<file path="src/rtl/audio_framer_pkg.sv">
package audio_framer_pkg;
  typedef enum logic {
    SMP_ON_RISE = 1'b0,
    SMP_ON_FALL = 1'b1
  } edge_mode_e;
endpackage

</file>
<file path="src/rtl/audio_framer_edges.sv">
module audio_framer_edges
  import audio_framer_pkg::*;
(
  input  logic clk,
  input  logic rst,
  input  logic sck_i,
  input  logic ws_i,
  input  logic cfg_pol_i,
  input  logic cfg_edge_i,
  output logic smp_stb_o,
  output logic launch_stb_o,
  output logic start_o
);
  logic sck_q, sck_d, ws_q, ws_last, ws_seen;
  logic rise, fall;
  edge_mode_e mode;

  always_ff @(posedge clk) begin
    if (rst) begin
      sck_q   <= 1'b0;
      sck_d   <= 1'b0;
      ws_q    <= 1'b0;
      ws_last <= 1'b0;
      ws_seen <= 1'b0;
    end else begin
      sck_q <= sck_i;
      sck_d <= sck_q;
      ws_q  <= ws_i;
      if (smp_stb_o) begin
        ws_last <= ws_q;
        ws_seen <= 1'b1;
      end
    end
  end

  always_comb begin
    mode         = edge_mode_e'(cfg_edge_i);
    rise         = sck_q & ~sck_d;
    fall         = ~sck_q & sck_d;
    smp_stb_o    = (mode == SMP_ON_FALL) ? fall : rise;
    launch_stb_o = (mode == SMP_ON_FALL) ? rise : fall;
    start_o      = smp_stb_o & ws_seen & (ws_q != ws_last) & (ws_q == cfg_pol_i);
  end
endmodule

</file>
<file path="src/rtl/audio_framer_slot.sv">
module audio_framer_slot #(
  parameter int SAMPLE_W = 8
) (
  input  logic                clk,
  input  logic                rst,
  input  logic                in_valid_i,
  input  logic [SAMPLE_W-1:0] in_data_i,
  output logic                in_ready_o,
  input  logic                take_i,
  input  logic                urun_clr_i,
  output logic                urun_o,
  output logic [SAMPLE_W-1:0] cur_o
);
  logic [SAMPLE_W-1:0] slot_q, last_q;
  logic                slot_valid;

  assign in_ready_o = ~slot_valid;
  assign cur_o      = slot_valid ? slot_q : last_q;

  always_ff @(posedge clk) begin
    if (rst) begin
      slot_q     <= '0;
      last_q     <= '0;
      slot_valid <= 1'b0;
      urun_o     <= 1'b0;
    end else begin
      if (urun_clr_i) urun_o <= 1'b0;
      if (take_i) begin
        if (slot_valid) last_q <= slot_q;
        else            urun_o <= 1'b1;
        slot_valid <= 1'b0;
      end
      if (in_valid_i && in_ready_o) begin
        slot_q     <= in_data_i;
        slot_valid <= 1'b1;
      end
    end
  end

  assert_ready_drop_R6: assert property (@(posedge clk) disable iff (rst)
    (in_valid_i && in_ready_o) |=> !in_ready_o);
  assert_underrun_set_R7: assert property (@(posedge clk) disable iff (rst)
    (take_i && !slot_valid) |=> urun_o);
endmodule

</file>
<file path="src/rtl/audio_framer_shifter.sv">
module audio_framer_shifter #(
  parameter int FRAME_MAX = 16,
  parameter int CNT_W     = $clog2(FRAME_MAX + 1)
) (
  input  logic                 clk,
  input  logic                 rst,
  input  logic                 start_i,
  input  logic                 launch_i,
  input  logic [CNT_W-1:0]     len_i,
  input  logic [FRAME_MAX-1:0] word_i,
  output logic                 load_o,
  output logic                 sd_o
);
  logic                 pend, active;
  logic [FRAME_MAX-1:0] shreg;
  logic [CNT_W-1:0]     cnt;

  assign load_o = launch_i & pend;

  always_ff @(posedge clk) begin
    if (rst) begin
      pend   <= 1'b0;
      active <= 1'b0;
      shreg  <= '0;
      cnt    <= '0;
      sd_o   <= 1'b0;
    end else begin
      if (start_i) pend <= 1'b1;
      if (launch_i) begin
        if (pend) begin
          pend   <= 1'b0;
          active <= 1'b1;
          sd_o   <= word_i[FRAME_MAX-1];
          shreg  <= word_i << 1;
          cnt    <= CNT_W'(1);
        end else if (active) begin
          if (cnt >= len_i) begin
            active <= 1'b0;
            sd_o   <= 1'b0;
          end else begin
            sd_o  <= shreg[FRAME_MAX-1];
            shreg <= shreg << 1;
            cnt   <= cnt + CNT_W'(1);
          end
        end
      end
    end
  end

  assert_sd_hold_R3: assert property (@(posedge clk) disable iff (rst)
    !launch_i |=> $stable(sd_o));
  assert_count_bound_R4: assert property (@(posedge clk) disable iff (rst)
    active |-> (cnt != '0) && (cnt <= len_i));
  assert_load_msb_R5: assert property (@(posedge clk) disable iff (rst)
    load_o |=> (sd_o == $past(word_i[FRAME_MAX-1])));
endmodule

</file>
<file path="src/rtl/audio_framer.sv">
module audio_framer #(
  parameter int SAMPLE_W  = 8,
  parameter int FRAME_MAX = 16,
  parameter int LEN_W     = $clog2(FRAME_MAX)
) (
  input  logic                clk,
  input  logic                rst,
  input  logic                sck_i,
  input  logic                ws_i,
  input  logic                cfg_pol_i,
  input  logic                cfg_edge_i,
  input  logic [LEN_W-1:0]    cfg_len_i,
  input  logic                in_valid_i,
  output logic                in_ready_o,
  input  logic [SAMPLE_W-1:0] in_data_i,
  input  logic                urun_clr_i,
  output logic                urun_o,
  output logic                sd_o
);
  localparam int CNT_W = $clog2(FRAME_MAX + 1);

  logic                 smp_stb, launch_stb, start, load;
  logic [SAMPLE_W-1:0]  cur;
  logic [FRAME_MAX-1:0] word;
  logic [CNT_W-1:0]     len;

  assign len = CNT_W'(cfg_len_i) + CNT_W'(1);

  generate
    if (FRAME_MAX > SAMPLE_W) begin : g_pad
      assign word = {cur, {(FRAME_MAX - SAMPLE_W){1'b0}}};
    end else begin : g_exact
      assign word = cur;
    end
  endgenerate

  audio_framer_edges u_edges (
    .clk          (clk),
    .rst          (rst),
    .sck_i        (sck_i),
    .ws_i         (ws_i),
    .cfg_pol_i    (cfg_pol_i),
    .cfg_edge_i   (cfg_edge_i),
    .smp_stb_o    (smp_stb),
    .launch_stb_o (launch_stb),
    .start_o      (start)
  );

  audio_framer_slot #(.SAMPLE_W(SAMPLE_W)) u_slot (
    .clk        (clk),
    .rst        (rst),
    .in_valid_i (in_valid_i),
    .in_data_i  (in_data_i),
    .in_ready_o (in_ready_o),
    .take_i     (load),
    .urun_clr_i (urun_clr_i),
    .urun_o     (urun_o),
    .cur_o      (cur)
  );

  audio_framer_shifter #(.FRAME_MAX(FRAME_MAX), .CNT_W(CNT_W)) u_shift (
    .clk      (clk),
    .rst      (rst),
    .start_i  (start),
    .launch_i (launch_stb),
    .len_i    (len),
    .word_i   (word),
    .load_o   (load),
    .sd_o     (sd_o)
  );

  assert_edge_excl_R3: assert property (@(posedge clk) disable iff (rst)
    !(smp_stb && launch_stb));
endmodule

</file>
<file path="config.mk">
export PLATFORM = sky130hd
export DESIGN_NAME = audio_framer
export DESIGN_NICKNAME = d
export VERILOG_FILES = /design/src/rtl/audio_framer_pkg.sv /design/src/rtl/audio_framer_edges.sv /design/src/rtl/audio_framer_slot.sv /design/src/rtl/audio_framer_shifter.sv /design/src/rtl/audio_framer.sv
export SDC_FILE = /design/constraint.sdc
export NUM_CORES = 1
export LEC_CHECK = 0
export BUFFER_PORTS_ARGS = -buffer_cell sky130_fd_sc_hd__buf_2
export CAP_MARGIN = 20
export CORE_UTILIZATION = 42
export CTS_CLUSTER_DIAMETER = 120
export DETAILED_ROUTE_END_ITERATION = 6
export PLACE_DENSITY_LB_ADDON = 0.2
export SYNTH_ARGS = -nofsm -noshare
export SYNTH_HDL_FRONTEND = slang
export SYNTH_HIERARCHICAL = 1
export SYNTH_SLANG_ARGS = --single-unit
</file>
<file path="constraint.sdc">
create_clock -name clk -period 5.94 [get_ports clk]
set_input_delay 0.594 -clock clk [delete_from_list [all_inputs] [get_ports clk]]
set_output_delay 0.594 -clock clk [all_outputs]
set_load 0.03 [all_outputs]
</file>
==> metrics.log, run 1 <==
[metrics] clock-pin slew of the registers on the worst-case setup and hold paths: 0.09 ns
[metrics] Total Negative Setup Slacks: 0 ns
[metrics] final count of pins violating max slew: 0
[metrics] total number of vias: 1,674
[metrics] clk root buf: sky130_fd_sc_hd__clkbuf_8
[metrics] class of the most critical hold timing path: reg2reg
[metrics] CORE AREA: 0.00527 sq mm
[metrics] Final Routed Wirelength: 4140 um
[metrics] post-cts hold buffer count: 0
[metrics] Max transition margin: 30.0%
[metrics] detailed-route wire length per cell: 12.6 um
[metrics] number of detailed-route iterations in the first pass: 4
[metrics] H-tree Lvls: 2
[metrics] post-route setup slack: 3.33 ns
[metrics] actual slew at the worst max-slew pin: 1.05 ns
[metrics] highest achievable clock rate: 384 MHz
[metrics] ANT cells: 0
[metrics] warnings from Yosys: 6
[metrics] vias in the first global route: 1,570
[metrics] share of final-layout standard cells stronger than drive strength 1: 21.6%
[metrics] Tot GR Track Use: 15.4%
[metrics] total clock buffers created by CTS: 5
[metrics] unrepaired setup endpoints after global routing: false
[metrics] Max Cap Violations: 0
[metrics] final critical-path required period: 2.61 ns
[metrics] post-detailed-route DRC marker count: 0
[metrics] global route total overflow: 0
[metrics] Leakage Power: 0.939 nW
[metrics] most common library cell in the layout ignoring fill and taps: sky130_fd_sc_hd__dfxtp_1
[metrics] delay contributed by the slowest stage of the critical path: 1.02 ns
[metrics] worst clock skew: 0.00683 ns
[metrics] die extent in y: 76.9 um
[metrics] count of port buffers added during placement: 22
[metrics] total half-perimeter wirelength after legalization and detailed placement: 2730 um
[metrics] number of placement rows: 26
[metrics] GP Congestion: 0.704
[metrics] starting density of the core: 44.8%
[metrics] width of the chip: 76.9 um
[metrics] Synth Cell Area: 0.00236 sq mm
[metrics] post-layout power: 0.000590 W
[metrics] cells traversed along the worst timing path: nand2_1 > inv_1 > and2_4 > mux2i_1
[metrics] CP max-delay cell: sky130_fd_sc_hd__dfxtp_1
[metrics] most frequent cells in the layout: sky130_fd_sc_hd__dfxtp_1 (46), sky130_fd_sc_hd__mux2i_1 (24), sky130_fd_sc_hd__buf_2 (22)
[metrics] Final Cycle Share: 43.9%
[metrics] largest net degree at the start of global routing: 52
[metrics] first-pass GRT wire length: 7450 um
[metrics] layout-stage area growth over the synthesis result: 9.81%
[metrics] nature of the critical path startpoint: register
[metrics] Vias/cell: 5.09
[metrics] number of DRC markers in iteration 0: 80
[metrics] post-synthesis instance total: 238
[metrics] worst-case clock buffer depth: 2
[metrics] crit-path max FO: 22
[metrics] post-synthesis area per instance: 9.91 sq um
[metrics] source-to-sink clock delay at the later pin of the worst-skew pair: 0.29 ns
[metrics] outcome: finished, final reports clean
[metrics] I/O pins: 23
[metrics] final setup violating endpoints: 0
[metrics] CP Data Required Time: 6.16 ns
[metrics] worst setup slack before clock tree synthesis: 3.16 ns
[metrics] arrival time of the worst setup path: 2.82 ns
[metrics] Final ANT Viol Nets: 0
[metrics] area of the die: 0.00592 sq mm
[metrics] buffer count from post-CTS setup fixing: 0
[metrics] maximum VDD drop: 0.114 mV
[metrics] worst-case hold slack: 0.475 ns
[metrics] number of antenna violations at the first check in global routing: 0
[metrics] # fillers: 514
[metrics] fin nets: 285
[metrics] clock tree from TritonCTS: done
[metrics] power density over the cells: 228 mW/mm^2
[metrics] final-report hold violation count: 0
[metrics] CTS sink count: 46
[metrics] class of the most critical setup path: reg2reg
[metrics] kind of capture point of the worst setup path: register
[metrics] PostCTS Resize Cnt: 0
## where the power goes
group,total (W),switching (W),internal (W)
Sequential,0.000320,0.00000593,0.000314
Combinational,0.0000428,0.0000219,0.0000209
Clock,0.000227,0.000102,0.000126
Total,0.000590,0.000130,0.000460
## per-stage QoR
step / area [sq um] / cells / utilization [%]
3_3_place_gp: 2480 / 321 / 47.1
5_1_grt: 2590 / 329 / 49.1
3_5_place_dp: 2480 / 321 / 47.1
2_1_floorplan: 2380 / 245 / -
4_1_cts: 2590 / 329 / 49.1
6_report: 2590 / 329 / 49.1
## critical path: cells and delay by family, from the launching register on
family / cells / cell delay (ns)
DFF: 1 / 1.02
and+or+nand+nor: 2 / 0.96
buffers and inverters: 1 / 0.34
muxes: 1 / 0.20
## worst paths after layout
kind | from | to | slack [ns] | cells past startpoint
worst max-delay path | u_shift/pend | u_slot/last_q[0] | 3.33 | 4
worst min-delay path | u_slot/urun_o | u_slot/urun_o | 0.47 | 2
worst max register to register | u_shift/pend | u_slot/last_q[0] | 3.33 | 4
worst min register to register | u_slot/urun_o | u_slot/urun_o | 0.47 | 2
## state kept, by name (all words and copies together), names as in the netlist
signal	cells
u_shift/pend	1
u_edges/sck_q	1
u_shift/active	1
u_edges/ws_seen	1
u_edges/ws_last	1
u_slot/slot_valid	1
u_edges/sck_d	1
u_shift/cnt	5
u_shift/shreg	15
u_shift/sd_o	1
u_edges/ws_q	1
u_slot/urun_o	1
u_slot/slot_q	8
u_slot/last_q	8
## routing by layer
metal | part of all wire [%] | vias up | wire [um] | global-route usage (%)
li1 | - | 890 | - | -
met1 | 53 | 762 | 2170 | 20.5
met2 | 44 | 16 | 1820 | 24.6
met3 | 2.6 | 6 | 109 | 3.57
met4 | 0.82 | 0 | 34 | 4.62
met5 | 0 | - | 0 | 0
## final cells by class
type                       count  area (sq um)  area share (%)
multi-input combinational    169          1310            50.5
sequential                    46           921            35.6
timing repair buffer          22           110            4.25
tap                           70          87.6            3.38
clock buffer                   6          72.6            2.80
inverter                      14          52.6            2.03
clock inverter                 2          37.5            1.45
No activity file was read; power rests on OpenSTA's default activity.
==> run 2: changes to the inputs <==
- clock period: 5.94 -> 2.6 ns (I/O delays scaled with it)
==> metrics.log, run 2 (same netlist as run 1, synthesis figures left out) <==
[metrics] outcome: finished, final reports clean
[metrics] die extent in y: 76.9 um
[metrics] crit-path max FO: 17
[metrics] fraction of power consumed by combinational cells: 7.9%
[metrics] first-pass GRT wire length: 7780 um
[metrics] class of the most critical hold timing path: in2reg
[metrics] total clock buffers created by CTS: 5
[metrics] reported net switching power: 0.000300 W
[metrics] H-tree Lvls: 2
[metrics] highest achievable clock rate: 488 MHz
[metrics] CORE AREA: 0.00527 sq mm
[metrics] CP max-delay cell: sky130_fd_sc_hd__or3b_2
[metrics] max FFs per register: 15
[metrics] top flop regs: u_shift/shreg (15), u_slot/last_q (8), u_slot/slot_q (8)
[metrics] PostCTS Resize Cnt: 0
[metrics] source-to-sink clock delay at the later pin of the worst-skew pair: 0.29 ns
[metrics] cell area reported after detailed placement: 0.00252 sq mm
[metrics] number of antenna violations at the first check in global routing: 0
[metrics] Vias/cell: 5.25
[metrics] delay contributed by the slowest stage of the critical path: 0.46 ns
[metrics] CP delay by family, top: compound AO/OA/AOI/OAI gates
[metrics] routed wire length on met3: 110 um
[metrics] top sig layer: met4
[metrics] post-cts hold buffer count: 0
[metrics] # fillers: 535
[metrics] final count of pins violating max slew: 0
[metrics] Total Negative Setup Slacks: 0 ns
[metrics] largest net degree at the start of global routing: 51
[metrics] power share of the clock group: 38.5%
[metrics] CTS sink count: 46
[metrics] Pint: 0.00105 W
[metrics] total buffers and inverters traversed by the critical path: 2
[metrics] Max Cap Violations: 0
[metrics] Final ANT Viol Nets: 0
[metrics] width of the chip: 76.9 um
[metrics] worst-case clock buffer depth: 2
[metrics] class of the most critical setup path: in2reg
[metrics] kind of capture point of the worst setup path: register
[metrics] cells traversed along the worst timing path: buf_2 > ha_1 > xor2_1 > inv_1 > ha_1 > a21oi_1 > o21ai_1 > a31o_2 > or3b_2 > a21oi_1
[metrics] GP Congestion: 0.713
[metrics] layout-stage area growth over the synthesis result: 11.2%
[metrics] total length of routed met2 wires: 1910 um
[metrics] vias in the first global route: 1,699
[metrics] most frequent cells in the layout: sky130_fd_sc_hd__dfxtp_1 (46), sky130_fd_sc_hd__mux2i_1 (24), sky130_fd_sc_hd__buf_2 (22)
[metrics] nature of the critical path startpoint: primary input
[metrics] detailed-route wire length per cell: 13.0 um
[metrics] largest register by flop count: u_shift/shreg
[metrics] fin nets: 290
[metrics] switching part of the total power: 22.1%
[metrics] worst clock skew: 0.00578 ns
[metrics] total non-filler cell area in the finished layout: 0.00262 sq mm
[metrics] Final Cycle Share: 78.8%
[metrics] clock tree from TritonCTS: done
[metrics] Leakage Power: 0.964 nW
[metrics] buffer count from post-CTS setup fixing: 0
[metrics] final setup violating endpoints: 0
[metrics] final-report hold violation count: 0
[metrics] number of placement rows: 26
[metrics] count of port buffers added during placement: 22
[metrics] total half-perimeter wirelength after legalization and detailed placement: 2870 um
[metrics] wl on met1: 2290 um
[metrics] ANT cells: 0
[metrics] actual slew at the worst max-slew pin: 0.522 ns
[metrics] global route total overflow: 0
[metrics] flip-flop and latch area: 921 sq um
[metrics] multi-input gate area in the final layout: 0.00131 sq mm
[metrics] share of final-layout standard cells stronger than drive strength 1: 22.7%
[metrics] number of detailed-route iterations in the first pass: 4
[metrics] starting density of the core: 44.8%
[metrics] Max transition margin: 65.0%
[metrics] area of the die: 0.00592 sq mm
[metrics] I/O pins: 23
[metrics] Tot GR Track Use: 16.2%
[metrics] arrival time of the worst setup path: 2.27 ns
[metrics] maximum VDD drop: 0.213 mV
[metrics] unrepaired setup endpoints after global routing: false
[metrics] power density over the cells: 516 mW/mm^2
[metrics] number of DRC markers in iteration 0: 80
[metrics] CP Data Required Time: 2.83 ns
[metrics] most common library cell in the layout ignoring fill and taps: sky130_fd_sc_hd__dfxtp_1
[metrics] post-detailed-route DRC marker count: 0
[metrics] final critical-path required period: 2.05 ns
[metrics] total number of vias: 1,752
[metrics] clk root buf: sky130_fd_sc_hd__clkbuf_8
[metrics] Final Routed Wirelength: 4360 um
[metrics] part of the total power dissipated in sequential elements: 53.6%
[metrics] clock-pin slew of the registers on the worst-case setup and hold paths: 0.08 ns
-- run 2: routing by layer --
| metal | up-vias | global-route usage, % |
|---|---|---|
| met1 | 830 | 21.1 |
| met2 | 17 | 26.5 |
| met3 | 5 | 3.21 |
| met4 | 0 | 5.19 |
| li1 | 900 | - |
| met5 | - | 0 |
-- run 2: layout make-up --
class                   instances  share of cell area (%)
multi-input cells             169                    49.9
inverters                      14                    2.00
clock buffers                   7                    2.91
repair buffers                 27                    5.63
clock inverters                 1                    1.14
well taps                      70                    3.34
flip-flops and latches         46                    35.1
-- run 2: worst paths after layout --
| check | from | end | slack, ns | cells past startpoint |
|---|---|---|---|---|
| max | cfg_len_i[0] | u_shift/cnt[1] | 0.55 | 10 |
| min | ws_i | u_edges/ws_q | 0.18 | 2 |
| max reg2reg | u_shift/cnt[0] | u_shift/cnt[1] | 0.65 | 7 |
| min reg2reg | u_shift/sd_o | u_shift/sd_o | 0.47 | 2 |
-- run 2: metrics by stage --
step	power, W	cells	worst slack (ns)	hold slack [ns]	utilization (%)
finish	0.00135	334	0.552	0.175	49.8
detailed placement	0.000851	326	0.254	0.461	47.8
floorplan	0.000818	245	0.517	0.329	-
global placement	0.000848	326	0.295	0.454	47.8
CTS	0.00137	334	0.558	0.164	49.8
global route	0.00141	334	0.400	0.179	49.8
-- run 2: power by group through the flow --
stage | clock [W] | combinational [W] | sequential (W)
floorplan | 0 | 0.0000787 | 0.000739
global placement | 0 | 0.000106 | 0.000743
detailed placement | 0 | 0.000108 | 0.000743
CTS | 0.000538 | 0.000109 | 0.000726
global route | 0.000562 | 0.000122 | 0.000728
finish | 0.000521 | 0.000107 | 0.000726
==> run 3: changes to the inputs <==
- clock period: 2.6 -> 1.9 ns (I/O delays scaled with it)
==> metrics.log, run 3 (same netlist as run 1, synthesis figures left out) <==
[metrics] outcome: finished, final reports clean
[metrics] max FFs per register: 15
[metrics] post-cts hold buffer count: 0
[metrics] CP Data Required Time: 2.13 ns
[metrics] CP delay by family, top: simple AND/OR/NAND/NOR gates
[metrics] Leakage Power: 1.01 nW
[metrics] total half-perimeter wirelength after legalization and detailed placement: 2990 um
[metrics] final setup violating endpoints: 0
[metrics] Tot GR Track Use: 15.5%
[metrics] most frequent cells in the layout: sky130_fd_sc_hd__dfxtp_1 (44), sky130_fd_sc_hd__mux2i_1 (24), sky130_fd_sc_hd__buf_2 (22)
[metrics] Max transition margin: 66.8%
[metrics] top flop regs: u_shift/shreg (15), u_slot/last_q (8), u_slot/slot_q (8)
[metrics] global route total overflow: 0
[metrics] unrepaired setup endpoints after global routing: false
[metrics] class of the most critical hold timing path: in2reg
[metrics] area of the die: 0.00592 sq mm
[metrics] clock-pin slew of the registers on the worst-case setup and hold paths: 0.08 ns
[metrics] highest achievable clock rate: 556 MHz
[metrics] arrival time of the worst setup path: 2.03 ns
[metrics] Final ANT Viol Nets: 0
[metrics] GP Congestion: 0.729
[metrics] share of final-layout standard cells stronger than drive strength 1: 28.8%
[metrics] largest net degree at the start of global routing: 35
[metrics] final-report hold violation count: 0
[metrics] worst clock skew: 0.00358 ns
[metrics] detailed-route wire length per cell: 12.7 um
[metrics] total buffers and inverters traversed by the critical path: 1
[metrics] count of port buffers added during placement: 22
[metrics] delay contributed by the slowest stage of the critical path: 0.45 ns
[metrics] cells traversed along the worst timing path: inv_1 > ha_1 > nor2b_2 > o21ai_2 > a31o_4 > or3b_2 > a21oi_2
[metrics] largest register by flop count: u_shift/shreg
[metrics] I/O pins: 23
[metrics] crit-path max FO: 6
[metrics] final critical-path required period: 1.80 ns
[metrics] power density over the cells: 672 mW/mm^2
[metrics] Vias/cell: 5.13
[metrics] post-detailed-route DRC marker count: 0
[metrics] nature of the critical path startpoint: register
[metrics] actual slew at the worst max-slew pin: 0.496 ns
[metrics] clock tree from TritonCTS: done
[metrics] ANT cells: 0
[metrics] cell area reported after detailed placement: 0.00261 sq mm
[metrics] Max Cap Violations: 0
[metrics] die extent in y: 76.9 um
[metrics] final count of pins violating max slew: 0
[metrics] vias in the first global route: 1,601
[metrics] kind of capture point of the worst setup path: register
[metrics] most common library cell in the layout ignoring fill and taps: sky130_fd_sc_hd__dfxtp_1
[metrics] first-pass GRT wire length: 7360 um
[metrics] CORE AREA: 0.00527 sq mm
[metrics] total non-filler cell area in the finished layout: 0.00275 sq mm
[metrics] H-tree Lvls: 2
[metrics] width of the chip: 76.9 um
[metrics] CP max-delay cell: sky130_fd_sc_hd__or3b_2
[metrics] class of the most critical setup path: reg2reg
[metrics] number of detailed-route iterations in the first pass: 4
[metrics] clk root buf: sky130_fd_sc_hd__clkbuf_8
[metrics] maximum VDD drop: 0.311 mV
[metrics] total number of vias: 1,765
[metrics] Final Routed Wirelength: 4360 um
[metrics] # fillers: 508
[metrics] number of DRC markers in iteration 0: 60
[metrics] number of antenna violations at the first check in global routing: 0
[metrics] starting density of the core: 44.8%
[metrics] final core occ: 52.3%
[metrics] number of placement rows: 26
[metrics] CTS sink count: 46
[metrics] source-to-sink clock delay at the later pin of the worst-skew pair: 0.29 ns
[metrics] Final Cycle Share: 94.6%
[metrics] fin nets: 300
[metrics] layout-stage area growth over the synthesis result: 16.8%
[metrics] worst-case clock buffer depth: 2
[metrics] total clock buffers created by CTS: 5
[run 3: timing repair]
item                                    CTS  global route
endpoints found under the setup margin    0             9
buffers inserted                          0             1
gates resized for setup                   0             7
[run 3: path summary, 6_finish.rpt]
path	slack (ns)	end	startpoint	cells after the start
worst max-delay path	0.10	u_shift/cnt[1]	u_shift/cnt[0]	7
worst min register to register	0.47	u_shift/shreg[15]	u_shift/shreg[15]	2
worst min-delay path	0.11	u_edges/sck_q	sck_i	2
worst max register to register	0.10	u_shift/cnt[1]	u_shift/cnt[0]	7
[run 3: metrics by stage]
stage	hold slack (ns)	TNS [ns]	worst slack (ns)	total power (W)	std cells
final	0.107	0	0.102	0.00185	344
after global routing	0.0841	0	0.00398	0.00194	344
after CTS	0.0983	0	0.0479	0.00187	342
after detailed placement	0.406	-2.60	-0.187	0.00117	334
after global placement	0.401	-1.65	-0.140	0.00117	334
after floorplan	0.259	0	0.0125	0.00112	245
[run 3: power by group]
group / total, W / internal, W / switching [W]
logic: 0.000162 / 0.0000773 / 0.0000846
registers: 0.000994 / 0.000981 / 0.0000123
clock network: 0.000695 / 0.000394 / 0.000302
[run 3: worst reg2reg max path: stages (launching register included)]
cell and delay [ns]:
sky130_fd_sc_hd__dfxtp_2 0.34, sky130_fd_sc_hd__inv_1 0.07, sky130_fd_sc_hd__ha_1 0.28, sky130_fd_sc_hd__nor2b_2 0.13, sky130_fd_sc_hd__o21ai_2 0.09, sky130_fd_sc_hd__a31o_4 0.26, sky130_fd_sc_hd__or3b_2 0.45, sky130_fd_sc_hd__a21oi_2 0.12
[run 3: area by class of cell]
class	count	area [sq um]	area share [%]
tap	70	87.6	3.18
inverter	14	52.6	1.91
multi-input combinational	170	1370	49.7
clock buffer	7	76.3	2.77
clock inverter	1	30.0	1.09
sequential	46	923	33.5
timing repair buffer	36	215	7.81
[run 3: per-layer routing]
| layer | GRT usage [%] | up-vias | wire [um] |
|---|---|---|---|
| met5 | 0 | - | 0 |
| met4 | 6.35 | 0 | 45 |
| met3 | 3.57 | 5 | 115 |
| met2 | 24.1 | 23 | 1970 |
| met1 | 20.6 | 814 | 2230 |
| li1 | - | 923 | - |
